--- src/rtl/rbmon_pkg.sv ---
// Shared constants for the ready/busy event monitor: register addresses
// and bit positions that software and the bench both rely on.
package rbmon_pkg;
    localparam int FLAG_CNT  = 3;   // sticky flags in status/enable words
    localparam int FLAG_RDY  = 0;   // selected line went busy -> ready
    localparam int FLAG_CMD  = 1;   // command done
    localparam int FLAG_DMA  = 2;   // DMA done
    localparam int SEL_BIT   = 3;   // control bit choosing the watched line
    localparam int LEVEL_LSB = 8;   // first live-level bit in status word

    typedef enum logic [1:0] {
        REG_CTRL = 2'd0,
        REG_STAT = 2'd1,
        REG_IEN  = 2'd2,
        REG_NONE = 2'd3
    } reg_sel_e;
endpackage

--- src/rtl/rbmon_sync.sv ---
// Multi-flop synchronizer for one asynchronous ready/busy line.
// Assumes the input is a slow level; resets to "ready" (1) so that
// an idle line produces no edge when reset is released.
module rbmon_sync #(
    parameter int STAGES = 2
) (
    input  logic clk,
    input  logic rst_n,
    input  logic d_i,
    output logic q_o
);
    logic [STAGES-1:0] chain_q;

    // Shift the raw level through the flop chain.
    always_ff @(posedge clk) begin
        if (!rst_n) chain_q <= '1;
        else        chain_q <= {chain_q[STAGES-2:0], d_i};
    end

    assign q_o = chain_q[STAGES-1];
endmodule

--- src/rtl/rbmon_rise.sv ---
// Per-line busy-to-ready detector. Keeps the previous synchronized level
// of every line, so switching the selection never fabricates an edge.
// Assumes inputs are already synchronous.
module rbmon_rise #(
    parameter int LINES = 4
) (
    input  logic             clk,
    input  logic             rst_n,
    input  logic [LINES-1:0] lvl_i,
    output logic [LINES-1:0] rise_o
);
    logic [LINES-1:0] prev_q;

    // Remember last cycle's levels; reset matches the synchronizer preset.
    always_ff @(posedge clk) begin
        if (!rst_n) prev_q <= '1;
        else        prev_q <= lvl_i;
    end

    assign rise_o = lvl_i & ~prev_q;
endmodule

--- src/rtl/rbmon_flag.sv ---
// One sticky event flag with write-one-to-clear. A set in the same cycle
// as a clear wins. Assumes set and clear are synchronous single-cycle.
module rbmon_flag (
    input  logic clk,
    input  logic rst_n,
    input  logic set_i,
    input  logic clr_i,
    output logic q_o
);
    // Hold, clear or set the flag; set has priority.
    always_ff @(posedge clk) begin
        if (!rst_n)     q_o <= 1'b0;
        else if (set_i) q_o <= 1'b1;
        else if (clr_i) q_o <= 1'b0;
    end
endmodule

--- src/rtl/rb_event_monitor.sv ---
// Ready/busy event monitor: synchronizes NAND ready/busy lines, reports
// their levels, latches a busy-to-ready event on the selected line and
// two sequencer completion events, and masks them into one interrupt.
// Assumes NUM_LINES >= 2 (select bit chooses line 0 or 1) and that
// LEVEL_LSB + NUM_LINES fits in DATA_W.
module rb_event_monitor #(
    parameter int NUM_LINES   = 4,
    parameter int SYNC_STAGES = 2,
    parameter int ADDR_W      = 2,
    parameter int DATA_W      = 32
) (
    input  logic                 clk,
    input  logic                 rst_n,
    input  logic [NUM_LINES-1:0] rb_pin_i,
    input  logic                 cmd_done_i,
    input  logic                 dma_done_i,
    input  logic                 reg_wr_i,
    input  logic [ADDR_W-1:0]    reg_addr_i,
    input  logic [DATA_W-1:0]    reg_wdata_i,
    output logic [DATA_W-1:0]    reg_rdata_o,
    output logic                 irq_o
);
    import rbmon_pkg::*;

    localparam int IDX_W = (NUM_LINES > 1) ? $clog2(NUM_LINES) : 1;

    logic [NUM_LINES-1:0] lvl;
    logic [NUM_LINES-1:0] rise;
    logic [FLAG_CNT-1:0]  flag_q;
    logic [FLAG_CNT-1:0]  flag_set;
    logic [FLAG_CNT-1:0]  flag_clr;
    logic [FLAG_CNT-1:0]  ien_q;
    logic                 sel_q;
    logic [IDX_W-1:0]     sel_idx;
    reg_sel_e             reg_sel;
    logic                 wr_stat;
    logic                 unused_wdata;

    assign reg_sel      = reg_sel_e'(reg_addr_i[1:0]);
    assign wr_stat      = reg_wr_i && (reg_sel == REG_STAT);
    assign sel_idx      = IDX_W'(sel_q);
    assign unused_wdata = ^reg_wdata_i;

    // One synchronizer per ready/busy line.
    for (genvar g = 0; g < NUM_LINES; g++) begin : g_sync
        rbmon_sync #(.STAGES(SYNC_STAGES)) i_sync (
            .clk  (clk),
            .rst_n(rst_n),
            .d_i  (rb_pin_i[g]),
            .q_o  (lvl[g])
        );
    end

    rbmon_rise #(.LINES(NUM_LINES)) i_rise (
        .clk   (clk),
        .rst_n (rst_n),
        .lvl_i (lvl),
        .rise_o(rise)
    );

    // Event sources in flag-bit order.
    always_comb begin
        flag_set           = '0;
        flag_set[FLAG_RDY] = rise[sel_idx];
        flag_set[FLAG_CMD] = cmd_done_i;
        flag_set[FLAG_DMA] = dma_done_i;
    end

    assign flag_clr = wr_stat ? reg_wdata_i[FLAG_CNT-1:0] : '0;

    // One sticky flag per event.
    for (genvar f = 0; f < FLAG_CNT; f++) begin : g_flag
        rbmon_flag i_flag (
            .clk  (clk),
            .rst_n(rst_n),
            .set_i(flag_set[f]),
            .clr_i(flag_clr[f]),
            .q_o  (flag_q[f])
        );
    end

    // Control and enable registers.
    always_ff @(posedge clk) begin
        if (!rst_n) begin
            sel_q <= 1'b0;
            ien_q <= '0;
        end else if (reg_wr_i) begin
            if (reg_sel == REG_CTRL) sel_q <= reg_wdata_i[SEL_BIT];
            if (reg_sel == REG_IEN)  ien_q <= reg_wdata_i[FLAG_CNT-1:0];
        end
    end

    // Read-back multiplexer.
    always_comb begin
        reg_rdata_o = '0;
        case (reg_sel)
            REG_CTRL: reg_rdata_o[SEL_BIT] = sel_q;
            REG_STAT: begin
                reg_rdata_o[FLAG_CNT-1:0]           = flag_q;
                reg_rdata_o[LEVEL_LSB +: NUM_LINES] = lvl;
            end
            REG_IEN:  reg_rdata_o[FLAG_CNT-1:0] = ien_q;
            default:  reg_rdata_o = '0;
        endcase
    end

    assign irq_o = |(flag_q & ien_q);
endmodule

--- config.mk ---
export PLATFORM = sky130hd
export DESIGN_NAME = rb_event_monitor
export DESIGN_NICKNAME = d
export VERILOG_FILES = /design/src/rtl/rbmon_pkg.sv /design/src/rtl/rbmon_sync.sv /design/src/rtl/rbmon_rise.sv /design/src/rtl/rbmon_flag.sv /design/src/rtl/rb_event_monitor.sv
export SDC_FILE = /design/constraint.sdc
export NUM_CORES = 1
export LEC_CHECK = 0
export CAP_MARGIN = 10
export CELL_PAD_IN_SITES_DETAIL_PLACEMENT = 0
export CELL_PAD_IN_SITES_GLOBAL_PLACEMENT = 1
export CORE_UTILIZATION = 40
export CTS_CLUSTER_SIZE = 8
export DETAILED_ROUTE_END_ITERATION = 12
export DONT_BUFFER_PORTS = 1
export GPL_TIMING_DRIVEN = 0
export HOLD_SLACK_MARGIN = 0.06
export PLACE_DENSITY = 0.85
export SYNTH_ARGS = -nofsm -noshare
export SYNTH_HDL_FRONTEND = slang
export SYNTH_SLANG_ARGS = --single-unit
export TNS_END_PERCENT = 20
--- constraint.sdc ---
create_clock -name clk -period 1.4 [get_ports clk]
set_clock_uncertainty 0.1 [all_clocks]
set_input_delay 0.14 -clock clk [delete_from_list [all_inputs] [get_ports clk]]
set_output_delay 0.14 -clock clk [all_outputs]
set_load 0.02 [all_outputs]
==> results of run 1 <==
## Yosys cell counts
| library cell | instances |
|---|---|
| a222oi_1 | 1 |
| and3_1 | 4 |
| nor2b_1 | 3 |
| ha_1 | 3 |
| o21a_1 | 4 |
| buf_4 | 25 |
| dfxtp_1 | 17 |
| a22oi_1 | 3 |
| nand2b_1 | 5 |
| inv_1 | 5 |
| and2_1 | 5 |
| conb_1 | 1 |
| a311o_1 | 1 |
| buf_2 | 1 |
| nand3_1 | 1 |
| a21boi_0 | 4 |
| and4b_1 | 1 |
| and4bb_1 | 1 |
| or2b_1 | 5 |
| clkbuf_2 | 1 |
| a41oi_1 | 2 |
| o21ai_2 | 2 |
## registers in the layout, indices dropped and copies added (netlist names)
signal / cells
g_sync.i_sync.chain_q: 8
g_flag.i_flag.q_o: 3
ien_q: 3
i_rise.prev_q: 2
sel_q: 1
## final timing paths
| path | to | slack (ps) | cells after the start |
|---|---|---|---|
| min | g_flag[0].i_flag.q_o | 70 | 2 |
| max reg2reg | g_flag[0].i_flag.q_o | 330 | 2 |
| min reg2reg | g_sync[1].i_sync.chain_q[1] | 310 | 1 |
| max | irq_o | 40 | 2 |
## repair_timing
item | 4_1_cts | 5_1_grt
setup endpoints to repair | 1 | 4
gates cloned | 0 | 0
hold endpoints to repair | 17 | 0
resized for setup | 0 | 3
hold buffers | 12 | 0
pin swaps | 1 | 0
## power by group through the flow
stage | Combinational (µW) | Clock [µW] | Sequential [µW]
2_1_floorplan | 176 | 0 | 524
4_1_cts | 220 | 256 | 516
3_5_place_dp | 189 | 0 | 527
5_1_grt | 242 | 287 | 519
6_report | 224 | 246 | 516
3_3_place_gp | 187 | 0 | 526
## kinds of logic after synthesis
family / synth area share, %
AOI/OAI and AO/OA: 15.17
adders and majority gates: 4.138
buffers and inverters: 23.86
DFF: 37.52
other: 0.4134
and+or+nand+nor: 18.90
## stage by stage
stage	setup slack [ps]	std cells	hold slack, ps	total power, µW
floorplan	271.2	118	113.1	699.9
global placement	143.6	145	117.1	713.1
detailed placement	141.3	145	126.0	716.5
CTS	11.22	161	65.81	991.8
global route	-52.79	161	67.82	1047
finish	35.17	161	65.20	985.9
## cell type report
cell class              instances  area share, %
multi-input cells              69          37.61
flip-flops and latches         17          28.81
inverters                       5          1.589
well taps                      27          2.860
clock buffers                   4          2.225
repair buffers                 12          10.17
plain buffers                  27          16.74
## routing by layer
metal  global-route usage, %  share of wire, %  up-vias
met5                       0                 0        -
met4                   7.143               1.1        0
met3                   5.556               9.0        2
met2                   27.03                49       32
met1                   14.61                41      299
li1                        -                 -      348
==> impl_metrics.py, run 1 <==
metrics = {
    "status": {
        "outcome": "complete, no violations",
    },
    "cells_and_area": {
        "layout.area.seq_um2": 340.3,
        "insertedDiodeCount": 0,
        "final_common_cell": "buf_4",
        "area.growth.synth_to_final_pct": 30.21,
        "multiInputGateArea_um2": 444.2,
        "nNetsFinal": 181,
        "fin_util_pct": 57.84,
        "nFillCells": 194,
        "drive_gt1_share_pct": 26.12,
        "final_cell_mix": "25 x buf_4, 24 x conb_1, 17 x dfxtp_1",
        "fin_area_um2": 1181,
    },
    "synth": {
        "yosysTopAreaCell": "dfxtp_1",
        "synth_area_leaders": "dfxtp_1 38%, buf_4 21%, ha_1 4.1%, or2b_1 4.1%, and2_1 3.4%",
        "yosysUniqueCellTypes": 22,
        "syn_area_um2": 907.1,
        "synth_warnings": 0,
        "postSynthCellCount": 95,
        "ys_seq_area_share_pct": 37.52,
        "synth.avg_cell_area_um2": 9.549,
        "synth_seq_cells": 17,
        "yosysTopAreaCellShare_pct": 37.52,
    },
    "floorplanning": {
        "io_pins": 76,
        "die_area_um2": 2462,
        "die_w_um": 49.62,
        "core_um2": 2042,
        "die_h_um": 49.62,
        "rows": 16,
        "start_util_pct": 44.42,
    },
    "critical_path": {
        "rr_startpoint": "sel_q",
        "critical_path_arrival_ps": 1120,
        "critPathLaunch": "g_flag[1].i_flag.q_o",
        "crit_path_max_incr_delay_ps": 350,
        "cp_cell_sequence": "a222oi_1, inv_1",
        "crit_type": "reg2out",
        "crit_family": "flip-flops",
        "endpoint_kind": "primary output",
        "crit_path_top_delay_cell": "dfxtp_1",
        "crit_fanout": 3,
        "start_kind": "flop",
        "crit_buf_inv": 1,
        "cp.required_ps": 1160,
    },
    "pwr": {
        "p_leak_uw": 0.0005948,
        "ir_worst_vdd_mv": 0.6805,
        "p_seq_share_pct": 52.3,
        "pwr-share-comb_pct": 22.7,
        "switching_share_pct": 27.11,
        "p_int_uw": 718.6,
        "pwr-share-clk_pct": 24.9,
        "powerDensity_nw_per_um2": 834.7,
        "switchingPower_uw": 267.3,
    },
    "cts": {
        "clock_latency_ps": 280,
        "clkTransAtPathRegs_ps": 90,
        "cts_sinks": 17,
        "post_cts_buffers": 0,
        "root_buffer": "clkbuf_4",
        "cts_tree": "yes",
        "clockBufferDepth": 2,
        "cts_buffers": 3,
        "h-tree-depth": 1,
    },
    "global_route": {
        "grt_overflow": 0,
        "grtUsageTotal_pct": 14.86,
        "first_global_vias": 661,
        "grt_pass1_wl_um": 2773,
        "grt_start_max_net_pins": 11,
        "antenna_found_initial": 0,
    },
    "min_path": {
        "hold_start": "rst_n",
        "hp-class": "in2reg",
    },
    "route": {
        "postRouteWirelength_um": 1617,
        "vias": 681,
        "drtIter0Drc": 7,
        "wl_per_cell_um": 10.04,
        "final_antenna_net_count": 0,
        "via_per_inst": 4.230,
        "drc": 0,
        "firstDrtPassIters": 4,
    },
    "placed_design": {
        "dp_hpwl_um": 1170,
        "place_congestion": 0.6845,
        "io_buffers": 0,
        "place_area_um2": 1027,
    },
    "job": {
        "maxCapViolCount": 0,
    },
    "sta": {
        "slew_viol_final": 0,
        "min_period_over_period_pct": 97.49,
        "clock.fmax_mhz": 732.7,
        "setup-violations-final": 0,
        "rsz0062_at_grt": "yes",
        "setup_tns_ps": 0,
        "fin_crit_ps": 1365,
        "finalHoldViolations": 0,
    },
}
Note: power is estimated with default switching activity, not from simulation.
==> inputs of run 2 (changes only) <==
--- a/config.mk
+++ b/config.mk
@@ -8,13 +8,13 @@
 export CAP_MARGIN = 10
 export CELL_PAD_IN_SITES_DETAIL_PLACEMENT = 0
 export CELL_PAD_IN_SITES_GLOBAL_PLACEMENT = 1
-export CORE_UTILIZATION = 40
+export CORE_UTILIZATION = 43
 export CTS_CLUSTER_SIZE = 8
 export DETAILED_ROUTE_END_ITERATION = 12
 export DONT_BUFFER_PORTS = 1
 export GPL_TIMING_DRIVEN = 0
 export HOLD_SLACK_MARGIN = 0.06
-export PLACE_DENSITY = 0.85
+export PLACE_DENSITY = 0.9
 export SYNTH_ARGS = -nofsm -noshare
 export SYNTH_HDL_FRONTEND = slang
 export SYNTH_SLANG_ARGS = --single-unit
==> constraint.sdc (replaced) <==
create_clock -name clk -period 1.7 [get_ports clk]
set_clock_uncertainty 0.1 [all_clocks]
set_input_delay 0.17 -clock clk [delete_from_list [all_inputs] [get_ports clk]]
set_output_delay 0.17 -clock clk [all_outputs]
set_load 0.02 [all_outputs]
==> impl_metrics.py, run 2 (synthesis gave the netlist of run 1 again) <==
metrics = {
    "status": {
        "outcome": "complete, no violations",
    },
    "cts": {
        "cts_sinks": 17,
        "root_buffer": "clkbuf_4",
        "clock_latency_ps": 290,
        "h-tree-depth": 1,
        "clkTransAtPathRegs_ps": 90,
        "cts_tree": "yes",
        "clockBufferDepth": 2,
        "cts.repair.resized": 0,
        "cts_buffers": 3,
    },
    "cells_and_area": {
        "largest_reg_flops": 8,
        "drive_gt1_share_pct": 23.88,
        "final_cell_mix": "25 x buf_4, 24 x conb_1, 17 x dfxtp_1",
        "fin_util_pct": 59.22,
        "nNetsFinal": 181,
        "nFillCells": 165,
        "largest_registers": "g_sync.i_sync.chain_q: 8 flops, g_flag.i_flag.q_o: 3 flops, ien_q: 3 flops",
        "insertedDiodeCount": 0,
        "area.growth.synth_to_final_pct": 29.38,
        "top_register": "g_sync.i_sync.chain_q",
        "final_common_cell": "buf_4",
    },
    "sta": {
        "clock.fmax_mhz": 626.8,
        "slew_viol_final": 0,
        "setup_tns_ps": 0,
        "rsz0062_at_grt": "no",
        "setup-violations-final": 0,
        "min_period_over_period_pct": 93.85,
        "finalHoldViolations": 0,
        "fin_crit_ps": 1595,
    },
    "route": {
        "wl_per_cell_um": 10.37,
        "drtIter0Drc": 11,
        "firstDrtPassIters": 4,
        "postRouteWirelength_um": 1670,
        "drc": 0,
        "vias": 686,
        "final_antenna_net_count": 0,
        "via_per_inst": 4.261,
    },
    "global_route": {
        "grt_start_max_net_pins": 11,
        "grt_overflow": 0,
        "antenna_found_initial": 0,
        "first_global_vias": 587,
        "grtUsageTotal_pct": 16.31,
        "grt_pass1_wl_um": 2518,
    },
    "critical_path": {
        "endpoint_kind": "flop",
        "critPathLaunch": "reg_wdata_i[0]",
        "crit_buf_inv": 2,
        "rr_startpoint": "sel_q",
        "cp_cell_sequence": "dlygate4sd3_1, nand3_1, dlygate4sd3_1, a311o_1",
        "critical_path_arrival_ps": 1680,
        "cp.required_ps": 1790,
        "start_kind": "input port",
        "critical_path.most_common_cell": "dlygate4sd3_1",
        "crit_family": "buffers and inverters",
        "crit_path_max_incr_delay_ps": 560,
        "crit_type": "in2reg",
        "crit_fanout": 2,
        "crit_path_top_delay_cell": "dlygate4sd3_1",
    },
    "placed_design": {
        "place_congestion": 0.6873,
        "io_buffers": 0,
    },
    "floorplanning": {
        "start_util_pct": 45.77,
        "core_um2": 1982,
        "io_pins": 76,
        "rows": 16,
        "die_h_um": 47.93,
        "die_w_um": 47.93,
        "die_area_um2": 2297,
    },
    "pwr": {
        "p_leak_uw": 0.0005896,
        "powerDensity_nw_per_um2": 700.1,
        "ir_worst_vdd_mv": 0.6147,
    },
    "min_path": {
        "hp-class": "in2reg",
        "hold_start": "rst_n",
    },
    "job": {
        "maxCapViolCount": 0,
    },
}
==> run 2: cell count changes in the layout (fill, tap and decap cells not counted) <==
| cell | previous run | this run |
|---|---|---|
| nor2b_1 | 0 | 3 |
| nor2b_2 | 3 | 0 |
==> run 2: repair_timing <==
| action | in CTS | in global routing |
|---|---|---|
| endpoints found under the hold margin | 17 | 0 |
| endpoints found under the setup margin | 0 | 0 |
| hold buffers | 12 | 0 |
| setup buffers | 0 | 0 |
==> run 2: worst register-to-register path: stages, from the launching register on <==
cell and delay (ps):
dfxtp_1 380, and4bb_1 200, a311o_1 300
==> run 2: metrics by stage <==
step / cells / total power, µW / hold WS (ps) / setup WS (ps) / instance area, µm²
global route: 161 / 873.6 / 62.90 / 78.63 / 1174
global placement: 145 / 586.1 / 146.8 / 414.2 / 1027
CTS: 161 / 824.7 / 66.58 / 137.3 / 1174
floorplan: 118 / 576.4 / 143.1 / 511.2 / 993.5
detailed placement: 145 / 589.8 / 159.4 / 400.4 / 1027
finish: 161 / 821.6 / 69.84 / 104.5 / 1174
==> run 2: area by class of cell <==
type | instances | area [µm²] | area share, %
sequential | 17 | 340.3 | 29.00
inverter | 5 | 18.77 | 1.599
tap | 27 | 33.78 | 2.878
multi-input combinational | 69 | 436.7 | 37.21
timing repair buffer | 12 | 120.1 | 10.23
clock buffer | 4 | 26.28 | 2.239
buffer | 27 | 197.7 | 16.84
==> run 2: final timing paths <==
path / depth (start not counted) / to / slack (ps)
setup reg to reg: 2 / g_flag[0].i_flag.q_o / 610
hold / removal: 2 / g_flag[0].i_flag.q_o / 70
setup / recovery: 4 / g_flag[0].i_flag.q_o / 100
hold reg to reg: 1 / g_sync[0].i_sync.chain_q[1] / 310
==> run 2: report_power, final <==
part           switching, µW  internal (µW)
clock network            122           91.3
registers               9.34            416
logic                   99.6           83.2
==> run 2: routing by layer <==
metal	up-vias	global-route usage, %	share of wire [%]	routed length [µm]
li1	347	-	-	-
met5	-	0	0	0
met3	2	6.792	10	171
met2	36	26.22	51	844
met4	0	7.222	0.66	11
met1	301	18.91	39	643
